--- src/rtl/ts_ext_pkg.sv ---
package ts_ext_pkg;
  localparam int unsigned SEC_W_DEF  = 48;
  localparam int unsigned NS_W_DEF   = 30;
  localparam int unsigned WRAP_W_DEF = 2;

  typedef enum logic [1:0] {
    CORR_SAME  = 2'd0,
    CORR_AHEAD = 2'd1,
    CORR_PAST  = 2'd2
  } corr_kind_e;
endpackage

--- src/rtl/ts_ext_ref.sv ---
module ts_ext_ref #(
  parameter int unsigned SEC_W = 48
) (
  input  logic             clk_i,
  input  logic             rst_ni,
  input  logic             we_i,
  input  logic [SEC_W-1:0] sec_i,
  output logic [SEC_W-1:0] sec_o
);
  logic [SEC_W-1:0] sec_q;

  always_ff @(posedge clk_i or negedge rst_ni) begin
    if (!rst_ni)   sec_q <= '0;
    else if (we_i) sec_q <= sec_i;
  end

  assign sec_o = sec_q;

  p_ref_hold_r6: assert property (@(posedge clk_i) disable iff (!rst_ni)
    !we_i |=> $stable(sec_o));
  p_ref_load_r6: assert property (@(posedge clk_i) disable iff (!rst_ni)
    we_i |=> sec_o == $past(sec_i));
endmodule

--- src/rtl/ts_ext_delta.sv ---
module ts_ext_delta
  import ts_ext_pkg::*;
#(
  parameter int unsigned WRAP_W = 2
) (
  input  logic [WRAP_W-1:0] stamp_sec_i,
  input  logic [WRAP_W-1:0] ref_low_i,
  output logic [WRAP_W:0]   corr_o,
  output corr_kind_e        kind_o
);
  logic [WRAP_W-1:0] diff;

  always_comb begin
    diff = stamp_sec_i - ref_low_i;
    if (&diff) begin
      corr_o = '1;
      kind_o = CORR_PAST;
    end else begin
      corr_o = {1'b0, diff};
      kind_o = (diff == '0) ? CORR_SAME : CORR_AHEAD;
    end
  end
endmodule

--- src/rtl/ts_ext_pipe.sv ---
module ts_ext_pipe
  import ts_ext_pkg::*;
#(
  parameter int unsigned SEC_W  = 48,
  parameter int unsigned NS_W   = 30,
  parameter int unsigned WRAP_W = 2
) (
  input  logic             clk_i,
  input  logic             rst_ni,
  input  logic             vld_i,
  input  logic [NS_W-1:0]  ns_i,
  input  logic [SEC_W-1:0] ref_i,
  input  logic [WRAP_W:0]  corr_i,
  output logic             vld_o,
  output logic [SEC_W-1:0] sec_o,
  output logic [NS_W-1:0]  ns_o
);
  localparam int unsigned EXT_W = SEC_W - WRAP_W - 1;

  logic             s1_vld_q;
  logic [SEC_W-1:0] s1_ref_q;
  logic [WRAP_W:0]  s1_corr_q;
  logic [NS_W-1:0]  s1_ns_q;
  logic [SEC_W-1:0] corr_ext;
  logic [SEC_W-1:0] sum;

  // stage 1: single snapshot of the reference per conversion
  always_ff @(posedge clk_i or negedge rst_ni) begin
    if (!rst_ni) s1_vld_q <= 1'b0;
    else         s1_vld_q <= vld_i;
  end

  always_ff @(posedge clk_i) begin
    if (vld_i) begin
      s1_ref_q  <= ref_i;
      s1_corr_q <= corr_i;
      s1_ns_q   <= ns_i;
    end
  end

  assign corr_ext = {{EXT_W{s1_corr_q[WRAP_W]}}, s1_corr_q};
  assign sum      = s1_ref_q + corr_ext;

  // stage 2: signed add, wraps modulo 2^SEC_W
  always_ff @(posedge clk_i or negedge rst_ni) begin
    if (!rst_ni) vld_o <= 1'b0;
    else         vld_o <= s1_vld_q;
  end

  always_ff @(posedge clk_i) begin
    if (s1_vld_q) begin
      sec_o <= sum;
      ns_o  <= s1_ns_q;
    end
  end
endmodule

--- src/rtl/ts_sec_extend.sv ---
module ts_sec_extend
  import ts_ext_pkg::*;
#(
  parameter int unsigned SEC_W  = SEC_W_DEF,
  parameter int unsigned NS_W   = NS_W_DEF,
  parameter int unsigned WRAP_W = WRAP_W_DEF
) (
  input  logic                     clk_i,
  input  logic                     rst_ni,
  input  logic                     ref_we_i,
  input  logic [SEC_W-1:0]         ref_sec_i,
  input  logic                     stamp_vld_i,
  input  logic [NS_W+WRAP_W-1:0]   stamp_i,
  output logic                     ts_vld_o,
  output logic [SEC_W-1:0]         ts_sec_o,
  output logic [NS_W-1:0]          ts_ns_o
);
  localparam int unsigned STAMP_W = NS_W + WRAP_W;

  logic [SEC_W-1:0] ref_q;
  logic [WRAP_W:0]  corr;
  corr_kind_e       kind;

  ts_ext_ref #(.SEC_W(SEC_W)) u_ref (
    .clk_i  (clk_i),
    .rst_ni (rst_ni),
    .we_i   (ref_we_i),
    .sec_i  (ref_sec_i),
    .sec_o  (ref_q)
  );

  ts_ext_delta #(.WRAP_W(WRAP_W)) u_delta (
    .stamp_sec_i (stamp_i[STAMP_W-1:NS_W]),
    .ref_low_i   (ref_q[WRAP_W-1:0]),
    .corr_o      (corr),
    .kind_o      (kind)
  );

  ts_ext_pipe #(.SEC_W(SEC_W), .NS_W(NS_W), .WRAP_W(WRAP_W)) u_pipe (
    .clk_i  (clk_i),
    .rst_ni (rst_ni),
    .vld_i  (stamp_vld_i),
    .ns_i   (stamp_i[NS_W-1:0]),
    .ref_i  (ref_q),
    .corr_i (corr),
    .vld_o  (ts_vld_o),
    .sec_o  (ts_sec_o),
    .ns_o   (ts_ns_o)
  );

  p_latency_r5: assert property (@(posedge clk_i) disable iff (!rst_ni)
    ts_vld_o == $past(stamp_vld_i, 2));
  p_ns_pass_r1: assert property (@(posedge clk_i) disable iff (!rst_ni)
    ts_vld_o |-> ts_ns_o == $past(stamp_i[NS_W-1:0], 2));
  p_low_bits_r4: assert property (@(posedge clk_i) disable iff (!rst_ni)
    ts_vld_o |-> ts_sec_o[WRAP_W-1:0] == $past(stamp_i[STAMP_W-1:NS_W], 2));
  p_past_kind_r3: assert property (@(posedge clk_i) disable iff (!rst_ni)
    (stamp_vld_i && kind == CORR_PAST) |-> corr == '1);
endmodule

--- config.mk ---
export PLATFORM = sky130hd
export DESIGN_NAME = ts_sec_extend
export DESIGN_NICKNAME = d
export VERILOG_FILES = /design/src/rtl/ts_ext_pkg.sv /design/src/rtl/ts_ext_ref.sv /design/src/rtl/ts_ext_delta.sv /design/src/rtl/ts_ext_pipe.sv /design/src/rtl/ts_sec_extend.sv
export SDC_FILE = /design/constraint.sdc
export NUM_CORES = 1
export LEC_CHECK = 0
export BUFFER_PORTS_ARGS = -buffer_cell sky130_fd_sc_hd__buf_2
export CAP_MARGIN = 20
export CORE_MARGIN = 4
export CORE_UTILIZATION = 30
export CTS_BUF_LIST = sky130_fd_sc_hd__clkbuf_4 sky130_fd_sc_hd__clkbuf_8
export CTS_CLUSTER_SIZE = 8
export DETAILED_ROUTE_END_ITERATION = 8
export PLACE_DENSITY = 0.51
export SLEW_MARGIN = 40
export SYNTH_ARGS = -nofsm -noshare
export SYNTH_HDL_FRONTEND = slang
export SYNTH_HIERARCHICAL = 1
export SYNTH_SLANG_ARGS = --single-unit
--- constraint.sdc ---
create_clock -name clk_i -period 7.1 [get_ports clk_i]
set_input_delay 2.13 -clock clk_i [delete_from_list [all_inputs] [get_ports clk_i]]
set_output_delay 2.13 -clock clk_i [all_outputs]
set_load 0.03 [all_outputs]
# Word level (Yosys, flattened, before mapping)
# Index checks and enable logic that the tools add are counted.
# W data, S select, Z words.
[op_classes]
add_sub_neg = 2
n_mul = 0
div = 0
order_cmp = 0
n_eq_ne = 0
shifts = 0
mux = 1
bitwise = 0
n_reduce_logical = 1
[ops]
columns = ["cell", "count"]
rows = [
  ["$add A48 B48 Y48", 1],
  ["$mux W3", 1],
  ["$reduce_and A2 Y1", 1],
  ["$sub A2 B2 Y2", 1],
]
[totals]
reg_bits = 209
latchBits = 0
ramBits = 0
rom_bits = 0
in_bits = 84
output_inout_bits = 79
word_cells = 13
n_memories = 0

# Depth between registers and ports, before layout
# Gate-level depths: netlist (run 1).
[depth]
ltp_word = 3
depth_mapped = 11
ltp_nobuf = 11

# Cells and area by module
# The synthesis (run 1) kept the hierarchy.
[by_module_without_submodules]
columns = ["module", "n_inst", "cells_per_inst", "area_per_inst_um2", "seq_area_each_um2"]
rows = [
  ["ts_ext_pipe", 1, 555, 7603.5, 4824.6],
  ["ts_ext_ref", 1, 101, 1860.5, 1201.2],
  ["ts_ext_delta", 1, 11, 91.3, 0.0],
]

# Worst setup path before layout (run 1)
# No wires, ideal clock.
[synth_timing]
kind = "reg-to-reg"
from = "register u_pipe.s1_corr_q[2]"
to = "register u_pipe.sec_o[46], data pin"
setup_time_ns = 0.265
arrival_ns = 3.201
required_ns = 6.835
setup_slack_ns = 3.634
path_stages_with_launch = 12
n_path_buf = 1
synth_period_minus_slack_ns = 3.466
path_cell_list = "edfxtp_1 > ha_1 > buf_2 > o21a_1 > o21bai_1 > o221a_2 > o221ai_2 > a21o_1 > a41o_2 > a41oi_4 > o211ai_1 > xor2_1"
[synth_via]
elab_chain_len = 1
[synth_lines]
columns = ["element", "line_no", "text"]
rows = [
  ["start, declared", "ts_ext_pipe.sv:22", "logic [WRAP_W:0] s1_corr_q;"],
  ["start signal, assigned", "ts_ext_pipe.sv:36", "s1_corr_q <= corr_i;"],
  ["$add A48 B48 Y48", "ts_ext_pipe.sv:42", "assign sum = s1_ref_q + corr_ext;"],
  ["named net u_pipe.sum[46]", "ts_ext_pipe.sv:25", "logic [SEC_W-1:0] sum;"],
  ["end signal, assigned", "ts_ext_pipe.sv:52", "sec_o <= sum;"],
  ["end, declared", "ts_ext_pipe.sv:15", "output logic [SEC_W-1:0] sec_o,"],
]
# The timed path passes the listed nets, and every way through them passes these cells.
# A chain may end at the register's enable or synchronous reset.

# Worst setup path in the final report (run 1)
[layout_timing]
from = "register u_pipe.s1_corr_q[2]"
to = "register u_pipe.sec_o[45], data pin"
# Same word-level chain as after synthesis.

==> flow_results.org, run 1 <==
** GRT
- Global-route usage over all layers :: around an eighth
- The number of global-route vias before repair came to 5,926.
- The number of antenna violations at the first check in global routing was 3.
- Entering global routing, the biggest net connects between 60 and 70 pins.
- First-pass GRT wire length :: between 30,000 and 40,000 um
- Global route overflow :: 0

** Timing
- Between clock sinks in the finished design, the worst skew comes to about 19 ps.
- Number of setup violations in the final report :: 0
- Post-layout minimum cycle time :: between 3000 and 4000 ps
- Final-report max-slew violation count :: 0
- The count of endpoints failing hold in the final timing report came to 0.
- At the pin with the least slew margin, the transition time is approximately 800 ps.
- RSZ-0062 raised after global routing :: no
- The worst pin sits at a relative slew slack of 47.8%.
- Timing would allow up to slightly below 0.3 GHz.
- Final critical-path share of the clock period :: 48.1%
- Hold timing on the final database bottoms out at a slack of between 400 and 500 ps.
- Setup TNS :: 0 ps

** Drt
- After detailed routing, the number of vias per cell comes to 4.60.
- The detail route stage leaves a number of antenna-violating nets equal to 0.
- Count of unresolved DRC violations after routing :: 0
- Mean routed wirelength per cell :: roughly 16 um
- For this run, the detailed router's first-pass iteration total came to 4.
- Drt first-iter violations :: about 340
- Overall via count from detail_route :: roughly 5,900
- Wires add up to approximately 21,000 um.

** Place
- Cell count after placement :: about 1,200
- Final Wtd Congestion :: around 0.8
- Input and output buffers added on the ports amount to approximately 160.
- After detailed placement, the total cell area comes to 10,800 um2.
- Detailed placement finished with a half-perimeter wire length of about 15,000 um.

** Finish
- The finished cells cover between 10,000 and 15,000 um2.
- Share of layout cells above drive strength 1 :: ~33%
- Finished Layout Cells :: 1,280
- Compared with the post-synthesis result, the final layout area differs by 20.6%.
- The repair_antennas step left the layout with diodes totalling 0.
- In the final design database the tool counted between 900 and 1,000 nets.

** Logic synthesis
- Yosys warnings :: 6
- A synthesized cell averages 14.3 um2.
- Post-synthesis instance area :: 9550 um2
- Synthesis produced a netlist with a net count of 800.
- Post-synthesis instance total :: between 600 and 700

** Clocking
- Cells resized by post-CTS repair :: 0
- Worst-path clk slew :: about 60 ps
- Counting along the longest clock path gives a buffer depth of 3.
- The clock reaches the later pin of the worst-skew pair after around 540 ps.
- # clock sinks :: 209
- Clock root buffer :: clkbuf_8
- Number of levels the H-tree was split into :: 2
- For this design, the CTS-stage hold fixing added 0 buffers.
- Post-CTS timing repair inserted 0 buffers for setup.
- TritonCTS built the clock tree.
- Clock buffer count from CTS :: 38

** Worst setup path
- Crit-path max FO :: 46
- Setup slack on the worst reg-to-reg path comes out at 3690 ps.
- The critical path is of the reg2reg type.
- The endpoint identified for the worst register-to-register timing path is u_pipe/sec_o[45]$_DFFE_PP_.
- The worst setup path is launched from a register.
- The startpoint identified for the worst register-to-register timing path is u_pipe/s1_corr_q[2]$_DFFE_PP_.
- Crit path required time :: about 7400 ps
- Data on the critical path arrives at its endpoint at ~3700 ps.
- Among all stages on the critical path, the largest delay is contributed by a2111oi_0.
- By instance count, the cell type seen most on the critical path is nor3_1.
- The worst setup path is captured at a register.
- In this design, the stage delay of the slowest critical-path cell is 550 ps.
- The number of cells on the worst reg-to-reg path is 11.
- Crit-path cells :: buf_4, ha_1, nand4_1, nor3_1, o2bb2ai_1, nor3_1, a21oi_1, o21ai_0, a2111oi_0, o22ai_1, xnor2_1

** Worst hold path
- The tightest min-delay check is of the reg2reg type.
- Counting instances, the worst hold path has a depth of 0.
- End point of the worst hold path :: u_pipe/ns_o[25]$_DFFE_PP_
- HP Start :: u_pipe/s1_ns_q[25]$_DFFE_PP_

** Status
- Outcome :: completed

** Power and ir drop
- Leakage :: 4.74 nW
- P per Cell Area :: between 300 and 400 nW/um2
- Peak supply drop :: between 0.09 and 0.1 mV

** Job
- The tool flagged a number of max-cap violations equal to 0.

** Die
- The die covers between 30,000 and 40,000 um2.
- Width of the chip :: about 190 um
- Initial core utilization :: 30.3%
- The floorplan has 65 rows.
- The total area inside the core boundary comes to between 30,000 and 40,000 um2.
- around 160 I/O pins were placed.
- Die Height :: 186 um
-- final cells by class --
type | instances | area (um2)
clock buffer | 51 | 646
clock inverter | 14 | 68.8
fill | 3054 | 20000
inverter | 12 | 45.0
multi-input combinational | 425 | 3370
sequential | 209 | 6030
tap | 402 | 503
timing repair buffer | 167 | 855
-- per-stage QoR --
step,utilization (%),worst slack (ps),total power (W)
finish,36.6,3690,0.00355
global route,36.6,3400,0.00377
CTS,36.6,3610,0.00362
detailed placement,34.3,3490,0.00251
global placement,34.3,3500,0.00250
floorplan,-,3630,0.00224
-- worst max-delay path by stage --
stage / startpoint / endpoint / slack [ps]
floorplan: u_pipe/s1_corr_q[2]$_DFFE_PP_ / u_pipe/sec_o[46]$_DFFE_PP_ / 3630
global placement: stamp_vld_i / u_pipe/s1_ref_q[0]$_DFFE_PP_ / 3500
detailed placement: stamp_vld_i / u_pipe/s1_ref_q[0]$_DFFE_PP_ / 3490
CTS: u_pipe/s1_corr_q[2]$_DFFE_PP_ / u_pipe/sec_o[45]$_DFFE_PP_ / 3610
global route: u_pipe/s1_corr_q[2]$_DFFE_PP_ / u_pipe/sec_o[45]$_DFFE_PP_ / 3400
finish: u_pipe/s1_corr_q[2]$_DFFE_PP_ / u_pipe/sec_o[45]$_DFFE_PP_ / 3690
-- worst max-delay path: cells and delay by family, from the launching register on --
kind            cells  cell delay [ps]
xor+xnor            1              150
buf+inv             1              290
simple gates        3              490
flops               1              350
compound gates      5             1300
fa+ha+maj           1              530
-- cell usage in the layout, fill, tap and decap left out, types with 2 or more instances in the layout --
| cell | n |
|---|---|
| edfxtp_1 | 159 |
| nor4_1 | 4 |
| o31ai_2 | 2 |
| o21ai_2 | 2 |
| clkinvlp_4 | 2 |
| nor2_1 | 21 |
| nand4_1 | 12 |
| or3_1 | 4 |
| nor2b_1 | 11 |
| inv_1 | 12 |
| clkinv_2 | 3 |
| mux2_2 | 28 |
| dfrtp_1 | 49 |
| a21boi_0 | 2 |
| o21ai_0 | 26 |
| ha_1 | 49 |
| nand2_1 | 34 |
| nor3b_1 | 2 |
| o21a_1 | 8 |
| a21oi_1 | 57 |
| a41oi_1 | 2 |
| o22ai_1 | 2 |
| clkbuf_8 | 42 |
| mux2_4 | 20 |
| nand2b_1 | 2 |
| clkinv_1 | 8 |
| and2_1 | 3 |
| nor3_1 | 8 |
| buf_4 | 5 |
| o31ai_1 | 2 |
| xor2_1 | 17 |
| buf_2 | 161 |
| clkbuf_4 | 9 |
| o211ai_1 | 4 |
| o21bai_1 | 9 |
| a21o_1 | 21 |
| xnor2_1 | 28 |
| and3_1 | 3 |
| nand3_1 | 12 |
-- registers in the layout (all words and copies together), names as in the netlist --
name	flops
u_pipe/sec_o	48
u_pipe/s1_ref_q	48
u_pipe/ns_o	30
u_pipe/vld_o	1
u_pipe/s1_vld_q	1
u_pipe/s1_corr_q	3
u_pipe/s1_ns_q	30
u_ref/sec_o	48
-- power by group --
| part | leakage, nW | total, W | switching, W | internal [W] |
|---|---|---|---|---|
| clock network | 0.372 | 0.00107 | 0.000486 | 0.000589 |
| registers | 2.14 | 0.00157 | 0.0000484 | 0.00152 |
| logic | 2.23 | 0.000910 | 0.000586 | 0.000324 |
| total | 4.74 | 0.00355 | 0.00112 | 0.00243 |
-- routing by layer --
| metal | up-vias | share of wire (%) | GRT usage [%] |
|---|---|---|---|
| li1 | 2928 | - | - |
| met1 | 2754 | 50 | 17.5 |
| met2 | 158 | 42 | 17.5 |
| met3 | 48 | 5.4 | 2.94 |
| met4 | 6 | 2.4 | 3.90 |
| met5 | - | 0.18 | 0 |
(Power assumes the default switching activity.)
==> run 2, diff against run 1 <==
--- a/config.mk
+++ b/config.mk
@@ -5,6 +5,7 @@
 export SDC_FILE = /design/constraint.sdc
 export NUM_CORES = 1
 export LEC_CHECK = 0
+export ABC_AREA = 1
 export BUFFER_PORTS_ARGS = -buffer_cell sky130_fd_sc_hd__buf_2
 export CAP_MARGIN = 20
 export CORE_MARGIN = 4
@@ -12,7 +13,7 @@
 export CTS_BUF_LIST = sky130_fd_sc_hd__clkbuf_4 sky130_fd_sc_hd__clkbuf_8
 export CTS_CLUSTER_SIZE = 8
 export DETAILED_ROUTE_END_ITERATION = 8
-export PLACE_DENSITY = 0.51
+export PLACE_DENSITY = 0.5
 export SLEW_MARGIN = 40
 export SYNTH_ARGS = -nofsm -noshare
 export SYNTH_HDL_FRONTEND = slang
==> constraint.sdc (replaced) <==
create_clock -name clk_i -period 3.25 [get_ports clk_i]
set_input_delay 0.975 -clock clk_i [delete_from_list [all_inputs] [get_ports clk_i]]
set_output_delay 0.975 -clock clk_i [all_outputs]
set_load 0.03 [all_outputs]
==> flow_results.org, run 2 <==
** Drt
- The post-route DRC violation count was 0 (unchanged).
- Overall routed net length :: 29,200 um (+39%)
- The number of design-rule violations left by the first detailed-router iteration was 361 (+6.5%).
- The number of vias per cell was 4.24 (-7.9%).
- The post-route antenna net violation count was 0 (unchanged).
- The iteration count of the initial detailed-routing pass is 6 (+2).
- Overall via count from detail_route :: 8,350 (+42%)
- The detail-routed net length per standard cell is 14.8 um (-10%).

** Job
- Number of violations of the max-capacitance limit :: 0 (unchanged)

** Worst setup path
- Crit-path max FO :: 46 (unchanged)
- Critical Path Slowest Stage Cell :: ha_1
- Number of cells on the worst reg-to-reg path :: 11 (unchanged)
- Crit-path cells :: buf_12, ha_1, nand2_1, nor2_1, nand2_1, inv_1, nand2_1, nor2_1, nand2_1, nand4_1, nand2_1
- The data arrival at the endpoint of the critical path was 2790 ps (-900 ps).
- Type of origin of the critical path :: register
- Critical path's most frequent cell :: nand2_1
- Crit path required time :: 3510 ps (-3870 ps)
- Register-to-Register Setup Slack :: 720 ps (-2970 ps)
- The maximum single-stage delay on the critical path came to 500 ps (-50 ps).
- STA classifies the critical path endpoint as a register.
- Startpoint-to-endpoint class of the critical path :: reg2reg

** Status
- Outcome :: completed

** Timing
- Post-layout worst setup margin :: 719 ps (-2970 ps)
- The normalized max-slew margin came to 66.4% (+19 points).
- Setup repair after global routing left no endpoint under its margin.
- Worst hold slack after final layout :: 331 ps (-80.4 ps)
- The maximum clock rate is 0.395 GHz (+35%).
- Final Hold Vio Count :: 0 (unchanged)
- The post-route setup TNS came to 0 ps (unchanged).
- Number of setup violations in the final report :: 0 (unchanged)
- Post-layout minimum cycle time :: 2530 ps (-882 ps)
- The slew of the pin with the lowest slew margin is 504 ps (-278 ps).
- Final-report max-slew violation count :: 0 (unchanged)
- The worst setup skew after layout came to 24.3 ps (+4.96 ps).
- The part of the cycle the worst path needs came to 77.9% (+30 points).

** Finish
- Commonest non-fill, non-tap cells in the layout :: 538 x nand2_1, 209 x inv_1, 161 x buf_2, 159 x edfxtp_1, 58 x nor2_1
- The largest registers in the layout are u_pipe/s1_ref_q x48, u_pipe/sec_o x48, u_ref/sec_o x48.
- Relative to the synthesized area, the layout overhead comes to 20.1%.
- The number of nets at the end of the flow is 1,609 (+63%).
- The layout filler cell count is 3,801 (+24%).
- The antenna diode count came to 0 (unchanged).
- Most common cell after layout, fill and taps aside :: nand2_1
- Area of all placed cells without fillers :: 13,300 um2 (+15%)
- Share of layout cells above drive strength 1 :: 21.2% (-12 points)

** Die
- Width of the chip :: 200 um (+7.2%)
- The top-level I/O count came to 163 (unchanged).
- The area of the core was 36,400 um2 (+16%).
- Number of rows created at floorplan :: 70 (+7.7%)
- The die span in y came to 200 um (+7.2%).
- The effective utilization at floorplan is 30.3% (about the same).
- Die outline area :: 40,000 um2 (+15%)

** Clocking
- The clock slew at the register clock pins of the worst setup and hold paths is 70 ps (about the same).
- Clock buffer count from CTS :: 37 (-2.6%)
- The clock latency on the worst-skew pair came to 550 ps (about the same).
- Number of levels the H-tree was split into :: 2 (unchanged)
- The clock sink total is 209 (unchanged).
- Post-CTS Repair Setup Buffers :: 0 (unchanged)
- The quantity of gates resized following cts was 0 (unchanged).
- Hold Buf Count CTS :: 0 (unchanged)
- The maximum clock insertion buffer count is 3 (unchanged).
- The tree is rooted in a clkbuf_8.
- Clock tree from TritonCTS :: done

** Place
- Final Wtd Congestion :: 0.901 (+12%)
- Port Buf Inserts :: 162 (unchanged)
- The total half-perimeter wirelength after legalization and detailed placement was 23,200 um (+54%).
- Worst slack after detailed placement :: 771 ps (-2720 ps)
- DP Area :: 12,500 um2 (+16%)

** Power and ir drop
- The leakage power figure is 6.67 nW (+41%).
- The maximum vdd drop came to 0.180 mV (+86%).
- The ratio of total power to cell area was 582 nW/um2 (+89%).
- The total power after layout came to 0.00772 W (+120%).

** GRT
- Antenna violations before repair :: 0 (-3)
- Grt peak-use layer :: met2
- The global routing usage on met1 was 20.7% (+3.2 points).
- Largest net degree at the start of global routing :: 49 (-28%)
- The total grt overflow is 0 (unchanged).
- Via count of the first global-routing pass :: 8,325 (+40%)
- First-pass GRT wire length :: 45,300 um (+36%)
- Global-route usage over all layers :: 14.6% (+2.7 points)
- The global-route track usage on met3 was 2.67% (-0.27 points).
- The global-route met2 utilization came to 22.8% (+5.2 points).

** Logic synthesis
- Synthesized netlist net count :: 1,409 (+76%)
- The count of mapped cells out of synthesis was 1,275 (+91%).
- Yosys warnings :: 6 (unchanged)
- The summed instance area of the synthesized netlist is 11,000 um2 (+16%).
- The average footprint of a synthesized cell was 8.67 um2 (-40%).

** Worst hold path
- In this run the worst hold path is classified as in2async.
run 2: changes by cell type in the layout (fill, tap and decap cells not counted), moves of 26 or more:
cell and delta:
o21ai_0 -26, a21oi_1 -30, nor2_1 +37, inv_1 +197, nand2_1 +504, mux2_2 -28
xnor2_1 -26
run 2: critical path, delay by kind of cell (launching register included):
| family | cells | cell delay (ps) |
|---|---|---|
| buffers and inverters | 2 | 280 |
| and+or+nand+nor | 8 | 1010 |
| DFF | 1 | 420 |
| adders and majority gates | 1 | 500 |
run 2: final cells by class:
| cell class | instances | area, um2 | share of cell area, % |
|---|---|---|---|
| repair buffers | 171 | 943 | 7.11 |
| well taps | 468 | 586 | 4.41 |
| flip-flops and latches | 209 | 6030 | 45.4 |
| inverters | 225 | 847 | 6.38 |
| multi-input cells | 831 | 4120 | 31.0 |
| clock buffers | 55 | 676 | 5.09 |
| clock inverters | 10 | 67.6 | 0.509 |
run 2: metrics by stage:
stage | instances | util [%]
after floorplan | 1275 | -
after global placement | 1901 | 34.2
after detailed placement | 1904 | 34.4
after CTS | 1969 | 36.4
after global routing | 1969 | 36.4
final | 1969 | 36.4
run 2: layer usage:
| layer | vias up | share of wire [%] |
|---|---|---|
| li1 | 4380 | - |
| met1 | 3713 | 49 |
| met2 | 196 | 43 |
| met3 | 61 | 5.0 |
| met4 | 0 | 3.0 |
| met5 | - | 0 |
run 2: path summary, 6_finish.rpt:
path | from | to
min in group clk_i | u_pipe/s1_ns_q[25]$_DFFE_PP_ | u_pipe/ns_o[25]$_DFFE_PP_
worst min-delay path | rst_ni | u_ref/sec_o[38]$_DFFE_PN0P_
worst min register to register | u_pipe/s1_ns_q[25]$_DFFE_PP_ | u_pipe/ns_o[25]$_DFFE_PP_
max in group asynchronous | rst_ni | u_ref/sec_o[1]$_DFFE_PN0P_
worst max register to register | u_pipe/s1_corr_q[2]$_DFFE_PP_ | u_pipe/sec_o[46]$_DFFE_PP_
worst max-delay path | u_pipe/s1_corr_q[2]$_DFFE_PP_ | u_pipe/sec_o[46]$_DFFE_PP_
run 2: power by group:
part,internal [W],total [W],switching (W)
Sequential,0.00325,0.00336,0.000112
Clock,0.00140,0.00246,0.00106
Combinational,0.000563,0.00190,0.00134
Total,0.00521,0.00772,0.00251
==> run 3, diff against run 2 <==
--- a/config.mk
+++ b/config.mk
@@ -5,7 +5,7 @@
 export SDC_FILE = /design/constraint.sdc
 export NUM_CORES = 1
 export LEC_CHECK = 0
-export ABC_AREA = 1
+export ABC_AREA = 0
 export BUFFER_PORTS_ARGS = -buffer_cell sky130_fd_sc_hd__buf_2
 export CAP_MARGIN = 20
 export CORE_MARGIN = 4
@@ -13,7 +13,7 @@
 export CTS_BUF_LIST = sky130_fd_sc_hd__clkbuf_4 sky130_fd_sc_hd__clkbuf_8
 export CTS_CLUSTER_SIZE = 8
 export DETAILED_ROUTE_END_ITERATION = 8
-export PLACE_DENSITY = 0.5
+export PLACE_DENSITY = 0.53
 export SLEW_MARGIN = 40
 export SYNTH_ARGS = -nofsm -noshare
 export SYNTH_HDL_FRONTEND = slang
==> constraint.sdc (replaced) <==
create_clock -name clk_i -period 2.24 [get_ports clk_i]
set_input_delay 0.672 -clock clk_i [delete_from_list [all_inputs] [get_ports clk_i]]
set_output_delay 0.672 -clock clk_i [all_outputs]
set_load 0.03 [all_outputs]
==> flow_results.org, run 3 (synthesized netlist as in run 1, its figures left out) <==
** GRT
- Global route overflow :: 0 (unchanged)
- Grt peak-use layer :: met2
- Largest net degree at the start of global routing :: 83 (+69%)
- Via count of the first global-routing pass :: 6,804 (-18%)
- Met2 usage :: 20.2% (-2.6 points)
- The total track usage was 13.3% (-1.4 points).
- First-pass GRT wire length :: 37,500 um (-17%)
- The global routing usage on met1 was 19.1% (-1.6 points).
- Routing usage on met3 :: 3.03% (+0.36 points)
- Antenna violations before repair :: 1 (+1)

** Timing
- The worst setup skew after layout was 35.4 ps (+11.1 ps).
- Final Hold Vio Count :: 0 (unchanged)
- The post-route setup TNS came to -20,740 ps (-20,740 ps).
- Post-layout worst setup margin :: -833 ps (-1550 ps)
- The slew of the pin with the lowest slew margin is 705 ps (+200 ps).
- Post-layout minimum cycle time :: 3070 ps (+542 ps)
- The number of pins exceeding their max-slew limit in the final report came to 0 (unchanged).
- Highest clock frequency the design can meet :: 0.325 GHz (-18%)
- Number of setup violations in the final report :: 39 (+39)
- The normalized max-slew margin was 52.5% (-14 points).
- Setup repair after global routing could not meet its margin everywhere.
- The part of the cycle the worst path needs is 137% (+59 points).
- The hold slack is 94.3 ps (-237 ps).

** Drt
- The iteration count of the initial detailed-routing pass came to 4 (-2).
- Overall routed net length :: 23,700 um (-19%)
- Overall via count from detail_route :: 6,557 (-21%)
- The post-route DRC violation count came to 0 (unchanged).
- Via/cell ratio :: 4.48 (+5.5%)
- The detail-routed net length per standard cell was 16.2 um (+8.8%).
- Drt first-iter violations :: 317 (-12%)
- The post-route antenna net violation count is 0 (unchanged).

** Clocking
- The clock slew at the register clock pins of the worst setup and hold paths is 60 ps (about the same).
- TritonCTS built the clock tree.
- # clock sinks :: 209 (unchanged)
- The maximum clock insertion buffer count was 3 (unchanged).
- Clock buffer count from CTS :: 37 (unchanged)
- CTS placed an instance of clkbuf_8 at the clock tree root.
- Clock latency of the later-clocked register in the worst-skew pair :: 550 ps (about the same)
- The count of H-tree levels built during CTS was 2 (unchanged).

** Worst setup path
- The data arrival at the endpoint of the critical path was 3350 ps (+560 ps).
- Crit-path max FO :: 6 (-87%)
- Delay-heaviest family, CP :: buffers and inverters
- The largest individual stage delay along the critical path comes from the cell edfxtp_1.
- The worst setup path is of the reg2reg kind.
- Crit path required time :: 2510 ps (-1000 ps)
- Maximum cell stage delay along the critical path :: 430 ps (-70 ps)
- Type of element capturing the critical path :: register
- Type of origin of the critical path :: register
- Crit-path cells :: buf_12, buf_12, ha_4, buf_6, buf_6, nand4b_1, a21oi_2, buf_4, nor2_4, o21ai_4, a21oi_2, buf_6, o31ai_4, buf_4, a311oi_2
- Critical path's most frequent cell :: buf_6
- The buffer and inverter count on the worst path came to 7 (+5).

** Place
- The total cell area at the placement stage is 12,100 um2 (-3.7%).
- The final weighted congestion of routability-driven global placement came to 0.838 (-7.0%).
- The total half-perimeter wirelength after legalization and detailed placement is 16,900 um (-27%).
- Port Buf Inserts :: 162 (unchanged)
- The pre-CTS setup slack is -938 ps (-1710 ps).

** Die
- The site row count came to 65 (-7.1%).
- The chip width is 186 um (-6.8%).
- The die area is 34,700 um2 (-13%).
- The effective utilization at floorplan came to 30.3% (about the same).
- Area of the placeable core :: 31,500 um2 (-14%)
- Ports placed on the boundary :: 163 (unchanged)
- Die Height :: 186 um (-6.8%)

** Finish
- The final instance area was 13,800 um2 (+3.9%).
- The layout filler cell count was 2,904 (-24%).
- Area delta synth->final :: 44.4%
- The fraction of the core area covered by cells at the end of the flow was 43.8% (+7.4 points).
- Fin nets :: 1,168 (-27%)
- The layout cell share with drive strength beyond 1 is 53.9% (+33 points).
- Leading registers by flop count :: u_pipe/s1_ref_q x48, u_pipe/sec_o x48, u_ref/sec_o x48
- Leaving out fill and tap cells, the most frequent cell in the layout is buf_4.
- Commonest non-fill, non-tap cells in the layout :: 162 x buf_4, 161 x buf_2, 159 x edfxtp_1, 49 x dfrtp_1, 39 x clkbuf_8

** Worst hold path
- Path type of the worst min-delay path :: in2async

** Status
- The final reports fail on negative setup slack.
- Outcome :: complete, but fails checks

** Power and ir drop
- The ratio of total power to cell area was 934 nW/um2 (+60%).
- The maximum vdd drop came to 0.340 mV (+89%).
- The leakage power figure came to 5.83 nW (-13%).

** Job
- Number of violations of the max-capacitance limit :: 0 (unchanged)
## run 3: final cells by class
cell class	instances	area, um2	share of cell area, %
Multi-Input combinational cell	425	4060	29.4
Clock inverter	14	125	0.908
Sequential cell	209	6030	43.7
Inverter	12	45.0	0.327
Antenna cell	1	2.50	0.0182
Timing Repair Buffer	349	2380	17.3
Tap cell	402	503	3.65
Clock buffer	53	642	4.66
## run 3: worst register-to-register path, stage by stage (launching register included)
cell,delay [ps]
edfxtp_1,430
buf_12,170
buf_12,140
ha_4,290
buf_6,90
buf_6,80
nand4b_1,180
a21oi_2,200
buf_4,140
nor2_4,40
o21ai_4,210
a21oi_2,90
buf_6,130
o31ai_4,330
buf_4,190
a311oi_2,80
## run 3: final timing paths
| kind | slack [ps] | cells after the start | end | start |
|---|---|---|---|---|
| max | -830 | 15 | u_pipe/sec_o[43]$_DFFE_PP_ | u_pipe/s1_corr_q[2]$_DFFE_PP_ |
| min | 90 | 1 | u_ref/sec_o[0]$_DFFE_PN0P_ | rst_ni |
| max reg2reg | -830 | 15 | u_pipe/sec_o[43]$_DFFE_PP_ | u_pipe/s1_corr_q[2]$_DFFE_PP_ |
| min reg2reg | 420 | 0 | u_pipe/ns_o[2]$_DFFE_PP_ | u_pipe/s1_ns_q[2]$_DFFE_PP_ |
| max in group asynchronous | 1600 | 2 | u_ref/sec_o[5]$_DFFE_PN0P_ | rst_ni |
| min in group clk_i | 310 | 1 | u_pipe/s1_ns_q[29]$_DFFE_PP_ | stamp_i[29] |
## run 3: metal layers
layer | vias to the layer above | share of wire (%)
met1 | 3072 | 49
met3 | 40 | 5.4
met4 | 2 | 2.2
li1 | 3279 | -
met2 | 164 | 44
met5 | - | 0.055
## run 3: where the power goes
part           switching, W  leakage, nW  internal [W]  total (W)
sequential         0.000165         2.14       0.00481    0.00498
clock               0.00155        0.408       0.00209    0.00364
combinational       0.00230         3.28       0.00195    0.00425
## run 3: repair_timing
action	CTS	global route
endpoints found under the setup margin	39	40
pin swaps	51	42
cloned	0	0
hold buffers	0	0
gates resized for setup	101	49
buffers inserted	18	12
## run 3: metrics by stage
| step | cells | total power (W) |
|---|---|---|
| final | 1465 | 0.0129 |
| after global routing | 1464 | 0.0136 |
| after CTS | 1455 | 0.0128 |
| after detailed placement | 1372 | 0.00867 |
| after global placement | 1372 | 0.00864 |
| after floorplan | 666 | 0.00710 |
